### src/rtl/ecs_pkg.sv
package ecs_pkg;

  // Number of correction paths: index 0 is offset, index 1 is rate.
  localparam int unsigned NPATH     = 2;
  localparam int unsigned PATH_OFS  = 0;
  localparam int unsigned PATH_RATE = 1;

  // Correction selector encodings.
  typedef enum logic [1:0] {
    CORR_NONE = 2'b00,
    CORR_INC  = 2'b01,
    CORR_RSVD = 2'b10,
    CORR_DEC  = 2'b11
  } corr_sel_e;

  // Qualified pair events: window close and release point, odd cycles only.
  typedef struct packed {
    logic close;
    logic fire;
  } pair_evt_t;

endpackage

### src/rtl/ecs_once.sv
// Passes the first clock of a trigger within one cycle number; repeats of the
// trigger in the same cycle are swallowed.
module ecs_once #(
  parameter int unsigned CYCLE_W = 6
) (
  input  logic               clk,
  input  logic               rst,
  input  logic [CYCLE_W-1:0] cycle_count,
  input  logic               trig,
  output logic               first
);

  logic               seen_q;
  logic [CYCLE_W-1:0] cyc_q;
  logic               same_cycle;

  assign same_cycle = seen_q & (cyc_q == cycle_count);
  assign first      = trig & ~same_cycle;

  always_ff @(posedge clk) begin
    if (rst) begin
      seen_q <= 1'b0;
      cyc_q  <= '0;
    end else if (first) begin
      seen_q <= 1'b1;
      cyc_q  <= cycle_count;
    end
  end

endmodule

### src/rtl/ecs_phase.sv
// Turns raw segment markers into odd-cycle pair events.
module ecs_phase #(
  parameter int unsigned CYCLE_W = 6
) (
  input  logic               clk,
  input  logic               rst,
  input  logic [CYCLE_W-1:0] cycle_count,
  input  logic               static_end,
  input  logic               nit_start,
  output ecs_pkg::pair_evt_t evt
);

  localparam int unsigned NEVT = 2;
  localparam int unsigned EVT_CLOSE = 0;
  localparam int unsigned EVT_FIRE  = 1;

  logic            odd_cycle;
  logic [NEVT-1:0] raw;
  logic [NEVT-1:0] first;

  assign odd_cycle       = cycle_count[0];
  assign raw[EVT_CLOSE]  = odd_cycle & static_end;
  assign raw[EVT_FIRE]   = odd_cycle & nit_start;

  for (genvar e = 0; e < NEVT; e++) begin : g_once
    ecs_once #(.CYCLE_W(CYCLE_W)) u_once (
      .clk        (clk),
      .rst        (rst),
      .cycle_count(cycle_count),
      .trig       (raw[e]),
      .first      (first[e])
    );
  end

  assign evt.close = first[EVT_CLOSE];
  assign evt.fire  = first[EVT_FIRE];

endmodule

### src/rtl/ecs_path.sv
// One correction path: held value (written by host), committed value (frozen
// at window close), and the registered release outputs.
module ecs_path #(
  parameter int unsigned VAL_W = 2
) (
  input  logic               clk,
  input  logic               rst,
  input  ecs_pkg::pair_evt_t evt,
  input  logic               wr,
  input  logic [VAL_W-1:0]   wdata,
  output logic               apply,
  output logic               valid,
  output logic [VAL_W-1:0]   value
);

  logic             hold_q;
  logic [VAL_W-1:0] hold_val_q;
  logic             commit_q;
  logic [VAL_W-1:0] commit_val_q;

  logic             hold_d;
  logic [VAL_W-1:0] hold_val_d;
  logic             commit_d;
  logic [VAL_W-1:0] commit_val_d;
  logic             fresh;

  // Incoming write merged with what is already held.
  always_comb begin
    hold_d     = hold_q | wr;
    hold_val_d = wr ? wdata : hold_val_q;
  end

  // Window close moves the held value into the commit stage.
  always_comb begin
    commit_d     = commit_q;
    commit_val_d = commit_val_q;
    if (evt.close && hold_d) begin
      commit_d     = 1'b1;
      commit_val_d = hold_val_d;
    end
  end

  assign fresh = evt.fire & commit_d;

  always_ff @(posedge clk) begin
    if (rst) begin
      hold_q       <= 1'b0;
      hold_val_q   <= '0;
      commit_q     <= 1'b0;
      commit_val_q <= '0;
      apply        <= 1'b0;
      valid        <= 1'b0;
      value        <= '0;
    end else begin
      hold_val_q   <= hold_val_d;
      hold_q       <= evt.close ? 1'b0 : hold_d;
      commit_val_q <= commit_val_d;
      commit_q     <= evt.fire ? 1'b0 : commit_d;
      apply        <= evt.fire;
      valid        <= fresh;
      value        <= fresh ? commit_val_d : '0;
    end
  end

endmodule

### src/rtl/ext_corr_sched.sv
module ext_corr_sched #(
  parameter int unsigned CYCLE_W = 6,
  parameter int unsigned VAL_W   = 2
) (
  input  logic               clk,
  input  logic               rst,
  input  logic [CYCLE_W-1:0] cycle_count,
  input  logic               static_end,
  input  logic               nit_start,
  input  logic               ofs_wr,
  input  logic [VAL_W-1:0]   ofs_wdata,
  input  logic               rate_wr,
  input  logic [VAL_W-1:0]   rate_wdata,
  output logic               ofs_apply,
  output logic               ofs_valid,
  output logic [VAL_W-1:0]   ofs_value,
  output logic               rate_apply,
  output logic               rate_valid,
  output logic [VAL_W-1:0]   rate_value
);

  import ecs_pkg::*;

  pair_evt_t              evt;
  logic [NPATH-1:0]       wr_a;
  logic [VAL_W-1:0]       wdata_a [NPATH];
  logic [NPATH-1:0]       apply_a;
  logic [NPATH-1:0]       valid_a;
  logic [VAL_W-1:0]       value_a [NPATH];

  ecs_phase #(.CYCLE_W(CYCLE_W)) u_phase (
    .clk        (clk),
    .rst        (rst),
    .cycle_count(cycle_count),
    .static_end (static_end),
    .nit_start  (nit_start),
    .evt        (evt)
  );

  assign wr_a[PATH_OFS]     = ofs_wr;
  assign wr_a[PATH_RATE]    = rate_wr;
  assign wdata_a[PATH_OFS]  = ofs_wdata;
  assign wdata_a[PATH_RATE] = rate_wdata;

  for (genvar p = 0; p < NPATH; p++) begin : g_path
    ecs_path #(.VAL_W(VAL_W)) u_path (
      .clk  (clk),
      .rst  (rst),
      .evt  (evt),
      .wr   (wr_a[p]),
      .wdata(wdata_a[p]),
      .apply(apply_a[p]),
      .valid(valid_a[p]),
      .value(value_a[p])
    );
  end

  assign ofs_apply  = apply_a[PATH_OFS];
  assign ofs_valid  = valid_a[PATH_OFS];
  assign ofs_value  = value_a[PATH_OFS];
  assign rate_apply = apply_a[PATH_RATE];
  assign rate_valid = valid_a[PATH_RATE];
  assign rate_value = value_a[PATH_RATE];

endmodule

### config.mk
export PLATFORM = sky130hd
export DESIGN_NAME = ext_corr_sched
export DESIGN_NICKNAME = d
export VERILOG_FILES = /design/src/rtl/ecs_pkg.sv /design/src/rtl/ecs_once.sv /design/src/rtl/ecs_phase.sv /design/src/rtl/ecs_path.sv /design/src/rtl/ext_corr_sched.sv
export SDC_FILE = /design/constraint.sdc
export NUM_CORES = 1
export LEC_CHECK = 0
export ABC_AREA = 1
export BUFFER_PORTS_ARGS = -buffer_cell sky130_fd_sc_hd__buf_2
export CORE_MARGIN = 2
export CORE_UTILIZATION = 49
export CTS_CLUSTER_DIAMETER = 150
export DETAILED_ROUTE_END_ITERATION = 7
export GPL_ROUTABILITY_DRIVEN = 1
export PLACE_DENSITY = 0.72
export SKIP_CTS_REPAIR_TIMING = 1
export SLEW_MARGIN = 15
export SYNTH_ARGS = -nofsm -noshare
export SYNTH_HDL_FRONTEND = slang
export SYNTH_SLANG_ARGS = --single-unit
### constraint.sdc
create_clock -name clk -period 1.2 [get_ports clk]
set_input_delay 0.12 -clock clk [delete_from_list [all_inputs] [get_ports clk]]
set_output_delay 0.12 -clock clk [all_outputs]
set_load 0.005 [all_outputs]
Yosys cells after proc, flatten, opt, wreduce, memory -nomap -nowiden
Index checks and enable logic that the tools add are counted.
W data, S select, Z words.

word-level totals
  register bits = 33
  bits in latches = 0
  memory bits (writable) = 0
  memory bits (read-only) = 0
  logic and storage cells = 45
  memories = 0

operators by class
  $add $sub $neg = 0
  multiply operators = 0
  divide/modulo/power cells = 0
  magnitude comparators = 0
  equality and inequality tests = 2
  shift operators = 0
  multiplexer cells = 6
  bitwise operators = 14
  reductions and logical operators = 6

operator list
  kind                 count
  $eq A6 B6 Y1         2
  $and A1 B1 Y1        8
  $mux W2              4
  $reduce_or A2 Y1     4
  $not A1 Y1           4
  $logic_and A1 B1 Y1  2
  $mux W1              2
  $or A1 B1 Y1         2

Depth between registers and ports, before layout
Gate-level depths: netlist (run 1).

  word-level depth = 9
  mapped depth = 11

Cells and area by module
Synthesis (run 1) repeated with hierarchy kept, for this count alone.

second synthesis, totals
  cell total of the unflattened synthesis = 276
  area, all modules = 1674.1 um^2

modules (own cells, without submodules)
  module     instances  cells each  area an instance (um^2)  seq. area each (um^2)
  ecs_once   2          88          480.5                    140.1
  ecs_path   2          48          349.1                    200.2
  ecs_phase  1          4           15.0                     0.0

Worst setup path after synthesis (run 1)
OpenSTA, ideal clock, no wires.

  kind = register to register
  from = register u_phase.g_once[0].u_once.cyc_q[1]
  to = register g_path[0].u_path.commit_val_q[1]
  setup time = 0.128 ns
  data arrival time = 1.016 ns
  required time = 1.072 ns
  path slack = 0.057 ns
  cell stages (with the launch flop) = 12
  buffers on the path = 0
  cells stage by stage = dfxtp_1 inv_1 nand2_1 nand2_1 inv_1 nand2_1 nor2_2 nand2_4 nand3_4 nand2_1 nand2_2 nor2_1

on the way
  cells in the longest elaborated chain, start to end = 6

RTL lines
  item                    line            RTL
  start, declared         ecs_once.sv:14  logic [CYCLE_W-1:0] cyc_q;
  start signal, assigned  ecs_once.sv:26  cyc_q <= cycle_count;
  $eq A6 B6 Y1            ecs_once.sv:17  assign same_cycle = seen_q & (cyc_q == cycle_count);
  $and A1 B1 Y1           ecs_once.sv:17
  $not A1 Y1              ecs_once.sv:18  assign first = trig & ~same_cycle;
  $and A1 B1 Y1           ecs_once.sv:18
  $logic_and A1 B1 Y1     ecs_path.sv:37  if (evt.close && hold_d) begin
  $mux W2                 ecs_path.sv:37
  end signal, assigned    ecs_path.sv:57  commit_val_q <= commit_val_d;
  end, declared           ecs_path.sv:19  logic [VAL_W-1:0] commit_val_q;

No other way between the ends.
A chain may end at the register's enable or synchronous reset.

Final worst setup path (run 1)
  from = register u_phase.g_once[0].u_once.cyc_q[1]
  to = register u_phase.g_once[0].u_once.cyc_q[4]

on the way
  cells in the longest elaborated chain, start to end = 4

RTL lines
  item           line
  $eq A6 B6 Y1   ecs_once.sv:17
  $and A1 B1 Y1  ecs_once.sv:17
  $not A1 Y1     ecs_once.sv:18
  $and A1 B1 Y1  ecs_once.sv:18

No other way between the ends.

==> reports/qor.log, run 1 <==
qor: run_status.run_status finished with violations
qor: run_status.violated_checks DRC, setup timing
qor: timing.layout_setup_ws -0.110 ns
qor: worst_setup_path.cp.arrival 1.55 ns
qor: yosys.netlist-cell-type-count 23
qor: yosys.synthesis.yosys.warnings 0
qor: die.num_rows 19
qor: global_routing.globalRouteTotalUtil 19.1%
qor: yosys.synth_seq_area_share 45.1%
qor: die.design.die.area 0.00345 sq mm
qor: yosys.syn_avg_cell_area 7.68 sq um
qor: worst_setup_path.critPathCaptureType register
qor: die.core 0.00281 sq mm
qor: worst_setup_path.worst-setup-path-type register to register
qor: cts.max-clock-path-buffers 2
qor: finish.n_antenna_cell 0
qor: cts.cts.root.buffer_cell clkbuf_4
qor: yosys.yosys-top-cells-count nand2_1, dfxtp_1, inv_1
qor: yosys.top_cells_by_area_in_the_synthesized_netlist dfxtp_1, nand2_1, inv_1
qor: timing.timing.setup.tns -1.25 ns
qor: timing.worst_pin_slew 0.351 ns
qor: timing.finClkSkew 0.00825 ns
qor: global_routing.via_count_of_the_first_global_routing_pass 1146
qor: power.p_per_area 1200 mW/mm^2
qor: power.peakVddDrop 0.828 mV
qor: yosys.synthArstFlopShare 0%
qor: global_routing.grt_antenna_before_repair 0
qor: placement.hpwlAfterDp 2.19 mm
qor: die.pin_count 24
qor: route.viasPerCell 5.05
qor: finish.stdcell_area 0.00181 sq mm
qor: worst_setup_path.startpoint_type register
qor: global_routing.grt_pass1_wl 4.93 mm
qor: worst_setup_path.required_time_worst_endpoint 1.44 ns
qor: route.route.final.wire_length 3.19 mm
qor: flow_run.cap_viol_max_count 0
qor: die.initial_core_util 52.3%
qor: yosys.synth_ff_type dfxtp_1
qor: timing.slew_headroom 76.6%
qor: placement.port_buffers 23
qor: yosys.synth_edf_count 0
qor: route.antenna_left 0
qor: route.drt_pass1_iterations 6
qor: cts.cts_inserted_buffers 5
qor: yosys.yosys_register_bits 33
qor: worst_setup_path.worst-path-max-fanout 8
qor: route.routed_wire_length_per_instance 12.4 um
qor: global_routing.grt_remaining_overflow 0
qor: yosys.area_of_the_mapped_netlist 0.00147 sq mm
qor: cts.clock_tree.htree_level_count 2
qor: route.count_of_routing_violations_after_the_opening_detailed_route_iteration 47
qor: cts.cts.sinks 33
qor: worst_hold_path.hp-class input port to register
qor: timing.finalMaxSlewViolations 0
qor: timing.final-hold-violation-count 0
qor: yosys.synth_nets 207
qor: cts.clkSlewWorstSetupHoldPaths 0.10 ns
qor: placement.finalWeightedCongestion 0.799
qor: cts.clock_latency 0.33 ns
qor: finish.flow.area_growth_from_synthesis 23.4%
qor: yosys.netlist_instances 191
qor: power.total_leakage_power 0.901 nW
qor: timing.period_needed 1.31 ns
qor: die.fp.dieW 58.7 um
qor: finish.final_layout_size_suffix_gt1_share 44.7%
qor: placement.dpl_cell_area 0.00164 sq mm
qor: cts.cts_tree done
qor: route.detail_route.drc_violations 1
qor: yosys.synth.most_common_cell nand2_1
qor: die.die_ht 58.7 um
qor: yosys.portion_of_synthesized_cell_area_occupied_by_the_leading_cell_type 45.1%
qor: timing.setup_repair_after_global_routing_missed_its_margin true
qor: timing.whs 0.0622 ns
qor: global_routing.grt_start_max_net_pins 11
qor: timing.maxClockFrequency 763 MHz
qor: finish.final_net_count 242
qor: route.vias 1298
qor: yosys.synth_largest_area_cell dfxtp_1
qor: timing.setup_violations_final 25
qor: timing.final.period_utilization 109%
==> sequential cells by signal, indices dropped and copies added, names as in the netlist <==
name,count
g_path.u_path.hold_q,2
g_path.u_path.value,4
g_path.u_path.commit_q,2
u_phase.g_once.u_once.seen_q,2
u_phase.g_once.u_once.cyc_q,12
g_path.u_path.hold_val_q,4
g_path.u_path.apply,1
g_path.u_path.commit_val_q,4
g_path.u_path.valid,2
==> final timing paths <==
path / from / endpoint / slack [ns] / depth (start not counted)
worst max-delay path: u_phase.g_once[0].u_once.cyc_q[1]$_SDFFE_PP0P_ / u_phase.g_once[0].u_once.cyc_q[4]$_SDFFE_PP0P_ / -0.11 / 11
worst min-delay path: rst / u_phase.g_once[1].u_once.cyc_q[0]$_SDFFE_PP0P_ / 0.06 / 2
worst max register to register: u_phase.g_once[0].u_once.cyc_q[1]$_SDFFE_PP0P_ / u_phase.g_once[0].u_once.cyc_q[4]$_SDFFE_PP0P_ / -0.11 / 11
worst min register to register: g_path[1].u_path.hold_q$_SDFF_PP0_ / g_path[1].u_path.hold_q$_SDFF_PP0_ / 0.47 / 2
==> placed cells by master, fill, tap and decap left out, types with 5 or more instances in the layout <==
master,Yosys,final
nand2_1,47,33
dfxtp_1,33,26
inv_1,30,25
buf_2,0,23
nor2_1,25,21
nand2_2,7,19
inv_2,5,9
nor2_2,4,7
dfxtp_2,0,7
o21ai_2,5,6
buf_4,1,6
o21ai_1,4,5
clkbuf_4,0,5
==> kinds of logic after synthesis <==
logic type             count (synthesis)  synth area share [%]
buffers and inverters                 38                  10.2
AOI/OAI and AO/OA                     19                  8.79
and+or+nand+nor                       97                  33.3
muxes                                  4                  2.73
DFF                                   33                  45.1
==> through the flow <==
step	worst slack (ns)	total power, mW	cells	util [%]
finish	-0.110	2.16	257	64.5
global route	-0.199	2.27	257	64.5
CTS	-0.108	2.12	254	60.4
detailed placement	-0.0868	1.51	247	58.4
global placement	0.00422	1.49	247	58.4
floorplan	0.0566	1.41	191	-
==> area by class of cell <==
type | instances | area, sq um
repair buffers | 30 | 171
well taps | 31 | 38.8
fillers | 250 | 996
inverters | 36 | 140
clock buffers | 7 | 55.1
flip-flops and latches | 33 | 669
multi-input cells | 120 | 734
==> where the power goes <==
group	switching (mW)	internal (mW)	total, mW
sequential	0.0293	1.15	1.18
clock	0.345	0.276	0.622
combinational	0.221	0.136	0.357
==> metal layers <==
layer | global-route usage, % | routed length (um) | vias up
li1 | - | - | 655
met1 | 22.6 | 1270 | 586
met2 | 31.9 | 1650 | 47
met3 | 6.37 | 207 | 10
met4 | 7.79 | 62 | 0
met5 | 0 | 0 | -
==> critical path, stage by stage, from the launching register on <==
cell and delay, ns:
dfxtp_2 0.36, inv_2 0.03, nand2_1 0.04, nand2_1 0.04, inv_1 0.05, nand2_1 0.05, nor2_2 0.15, nand2_4 0.13
nand2_8 0.13, inv_4 0.06, nor2_1 0.11, nor2_1 0.05
Power figures use the tool's default switching activity.
==> run 2: changes to the inputs <==
--- a/config.mk
+++ b/config.mk
@@ -7,6 +7,7 @@
 export LEC_CHECK = 0
 export ABC_AREA = 1
 export BUFFER_PORTS_ARGS = -buffer_cell sky130_fd_sc_hd__buf_2
+export CORE_ASPECT_RATIO = 0.9
 export CORE_MARGIN = 2
 export CORE_UTILIZATION = 49
 export CTS_CLUSTER_DIAMETER = 150
@@ -14,7 +15,7 @@
 export GPL_ROUTABILITY_DRIVEN = 1
 export PLACE_DENSITY = 0.72
 export SKIP_CTS_REPAIR_TIMING = 1
-export SLEW_MARGIN = 15
+export SLEW_MARGIN = 20
 export SYNTH_ARGS = -nofsm -noshare
 export SYNTH_HDL_FRONTEND = slang
 export SYNTH_SLANG_ARGS = --single-unit
==> run 2 against run 1 <==
Net effect: the flow finishes with violations (setup timing); register-to-register slack is essentially flat; wire length grew 0.25%; first-iteration DRC count shrank 8.5%; clock skew up 0.0016 ns; flip-flop and latch count is the same; setup slack worse by 0.011 ns; utilization up 0.60 points; sequential share of layout area fell by 0.32 points; via count is 0.69% lower; highest routed layer unchanged.
==> reports/qor.log, run 2 (synthesis gave the netlist of run 1 again) <==
qor: finish.multi_input_gate_area_in_the_final_layout 729 sq um [-0.68%]
qor: run_status.violated_checks setup timing
qor: power.peakVddDrop 0.835 mV [+0.78%]
qor: worst_setup_path.critPathCaptureType register
qor: cts.clkSlewWorstSetupHoldPaths 0.10 ns [about the same]
qor: global_routing.grt_pass1_wl 5.15 mm [+4.5%]
qor: worst_setup_path.worst-path-max-fanout 8 [unchanged]
qor: worst_hold_path.hp-class input port to register
qor: worst_hold_path.min_from cycle_count[3]
qor: finish.final_net_count 243 [+0.41%]
qor: die.die_ht 55.9 um [-4.8%]
qor: route.route.final.wire_length 3.20 mm [+0.25%]
qor: placement.port_buffers 23 [unchanged]
qor: worst_setup_path.critical_path.reg2reg.endpoint u_phase.g_once[0].u_once.cyc_q[1]$_SDFFE_PP0P_
qor: global_routing.via_count_of_the_first_global_routing_pass 1239 [+8.1%]
qor: route.vias 1289 [-0.69%]
qor: route.routed_wire_length_per_instance 11.9 um [-3.9%]
qor: timing.timing.setup.tns -1.90 ns [-0.649 ns]
qor: placement.finalWeightedCongestion 0.826 [+3.3%]
qor: worst_setup_path.cp.arrival 1.55 ns [about the same]
qor: worst_setup_path.startpoint_type register
qor: worst_setup_path.required_time_worst_endpoint 1.43 ns [about the same]
qor: finish.ff_latch_area 667 sq um [-0.37%]
qor: run_status.run_status finished with violations
qor: timing.layout_setup_ws -0.121 ns [-0.0107 ns]
qor: flow_run.cap_viol_max_count 0 [unchanged]
qor: timing.period_needed 1.32 ns [+0.0107 ns]
qor: finish.max_ffs_per_register 12 [unchanged]
qor: route.count_of_routing_violations_after_the_opening_detailed_route_iteration 43 [-8.5%]
qor: timing.finClkSkew 0.00987 ns [+0.00162 ns]
qor: finish.layout.cells.most_common nand2_1
qor: global_routing.globalRouteTotalUtil 19.9% [+0.79 points]
qor: die.fp.dieW 61.7 um [+5.0%]
qor: worst_setup_path.depth_of_the_worst_register_to_register_path 11 [unchanged]
qor: worst_setup_path.worst-setup-path-type register to register
qor: worst_setup_path.timing.rr.start u_phase.g_once[0].u_once.cyc_q[1]$_SDFFE_PP0P_
qor: timing.final.period_utilization 110% [+0.89 points]
qor: finish.final_layout_size_suffix_gt1_share 42.5% [-2.1 points]
qor: die.pin_count 24 [unchanged]
qor: placement.place.detailed.instances 258 [+4.5%]
qor: timing.slew_headroom 72.9% [-3.7 points]
qor: cts.max-clock-path-buffers 2 [unchanged]
qor: die.design.die.area 0.00345 sq mm [about the same]
qor: timing.final-hold-violation-count 0 [unchanged]
qor: worst_hold_path.endpoint_of_the_worst_hold_timing_path u_phase.g_once[1].u_once.cyc_q[3]$_SDFFE_PP0P_
qor: timing.worst_pin_slew 0.407 ns [+0.0559 ns]
qor: finish.flow.area_growth_from_synthesis 24.0%
qor: global_routing.grt_remaining_overflow 0 [unchanged]
qor: cts.cts_tree done
qor: timing.whs 0.0499 ns [-0.0122 ns]
qor: die.core 0.00279 sq mm [-0.45%]
qor: global_routing.grt_start_max_net_pins 13 [+2]
qor: power.total_leakage_power 0.903 nW [+0.17%]
qor: cts.cts.sinks 33 [unchanged]
qor: finish.finish.cell_count_without_fillers 268 [+4.3%]
qor: route.antenna_left 0 [unchanged]
qor: die.initial_core_util 52.5% [+0.23 points]
qor: cts.clock_latency 0.33 ns [about the same]
qor: cts.clock_tree.htree_level_count 2 [unchanged]
qor: cts.cts_inserted_buffers 5 [unchanged]
qor: worst_setup_path.reg2reg_setup_slack -0.12 ns [about the same]
qor: die.num_rows 18 [-1]
qor: power.p_per_area 1170 mW/mm^2 [-1.9%]
qor: timing.setup_repair_after_global_routing_missed_its_margin true
qor: timing.finalMaxSlewViolations 0 [unchanged]
qor: placement.hpwlAfterDp 2.31 mm [+5.2%]
qor: global_routing.grt_antenna_before_repair 0 [unchanged]
qor: finish.n_antenna_cell 0 [unchanged]
qor: route.detail_route.drc_violations 0 [-1]
qor: timing.maxClockFrequency 757 MHz [-0.81%]
qor: route.viasPerCell 4.81 [-4.8%]
qor: cts.cts.root.buffer_cell clkbuf_4
qor: timing.setup_violations_final 25 [unchanged]
qor: finish.layout.cells.most_common_list nand2_1, dfxtp_1, inv_1, buf_2, nor2_1
qor: route.drt_pass1_iterations 4 [-2]
qor: finish.nFillCells 255 [+2.0%]
qor: finish.max_flop_register u_phase.g_once.u_once.cyc_q
qor: power.total_power 2.13 mW [-1.4%]
qor: worst_hold_path.worst_hold_path.num_cells 3 [+1]
qor: finish.layout.core_utilization 65.1% [+0.60 points]
## run 2: final cells by class
type,instances,share of cell area [%]
well taps,40,2.75
repair buffers,31,9.64
multi-input cells,120,40.1
clock inverters,2,0.551
flip-flops and latches,33,36.7
clock buffers,6,2.27
inverters,36,7.98
## run 2: stage by stage
stage	cell area (sq um)	worst slack, ns
3_3_place_gp	1670	-0.0376
6_report	1820	-0.121
2_1_floorplan	1470	0.0566
4_1_cts	1720	-0.101
3_5_place_dp	1670	-0.0781
5_1_grt	1820	-0.204
## run 2: report_power, final
group / internal [mW] / switching, mW
clock network: 0.223 / 0.370
registers: 1.15 / 0.0272
logic: 0.136 / 0.222
total: 1.51 / 0.619
## run 2: layer usage
metal	wire length, um	up-vias	global-route usage, %	share of wire, %
li1	-	654	-	-
met1	1370	588	24.9	43
met2	1630	42	31.9	51
met3	157	5	6.51	4.9
met4	38	0	6.38	1.2
met5	0	-	0	0
## run 2: worst max-delay path by stage
stage | startpoint | depth (start not counted) | slack (ns) | to
floorplan | u_phase.g_once[0].u_once.cyc_q[1]$_SDFFE_PP0P_ | 11 | 0.06 | g_path[0].u_path.commit_val_q[1]$_SDFF_PP0_
global placement | u_phase.g_once[0].u_once.cyc_q[1]$_SDFFE_PP0P_ | 11 | -0.04 | u_phase.g_once[0].u_once.cyc_q[3]$_SDFFE_PP0P_
detailed placement | u_phase.g_once[0].u_once.cyc_q[1]$_SDFFE_PP0P_ | 11 | -0.08 | u_phase.g_once[0].u_once.cyc_q[4]$_SDFFE_PP0P_
CTS | u_phase.g_once[1].u_once.cyc_q[2]$_SDFFE_PP0P_ | 8 | -0.10 | u_phase.g_once[1].u_once.cyc_q[1]$_SDFFE_PP0P_
global route | u_phase.g_once[1].u_once.cyc_q[3]$_SDFFE_PP0P_ | 9 | -0.20 | u_phase.g_once[1].u_once.cyc_q[1]$_SDFFE_PP0P_
finish | u_phase.g_once[0].u_once.cyc_q[1]$_SDFFE_PP0P_ | 11 | -0.12 | u_phase.g_once[0].u_once.cyc_q[1]$_SDFFE_PP0P_
## run 2: critical path, cell delays in order, from the launching register on
cell     delay [ns]
dfxtp_2        0.37
inv_2          0.03
nand2_1        0.05
nand2_1        0.05
inv_1          0.05
nand2_1        0.06
nor2_2         0.15
nand2_4        0.13
nand2_8        0.14
inv_8          0.05
nor2_2         0.09
nor2_1         0.05
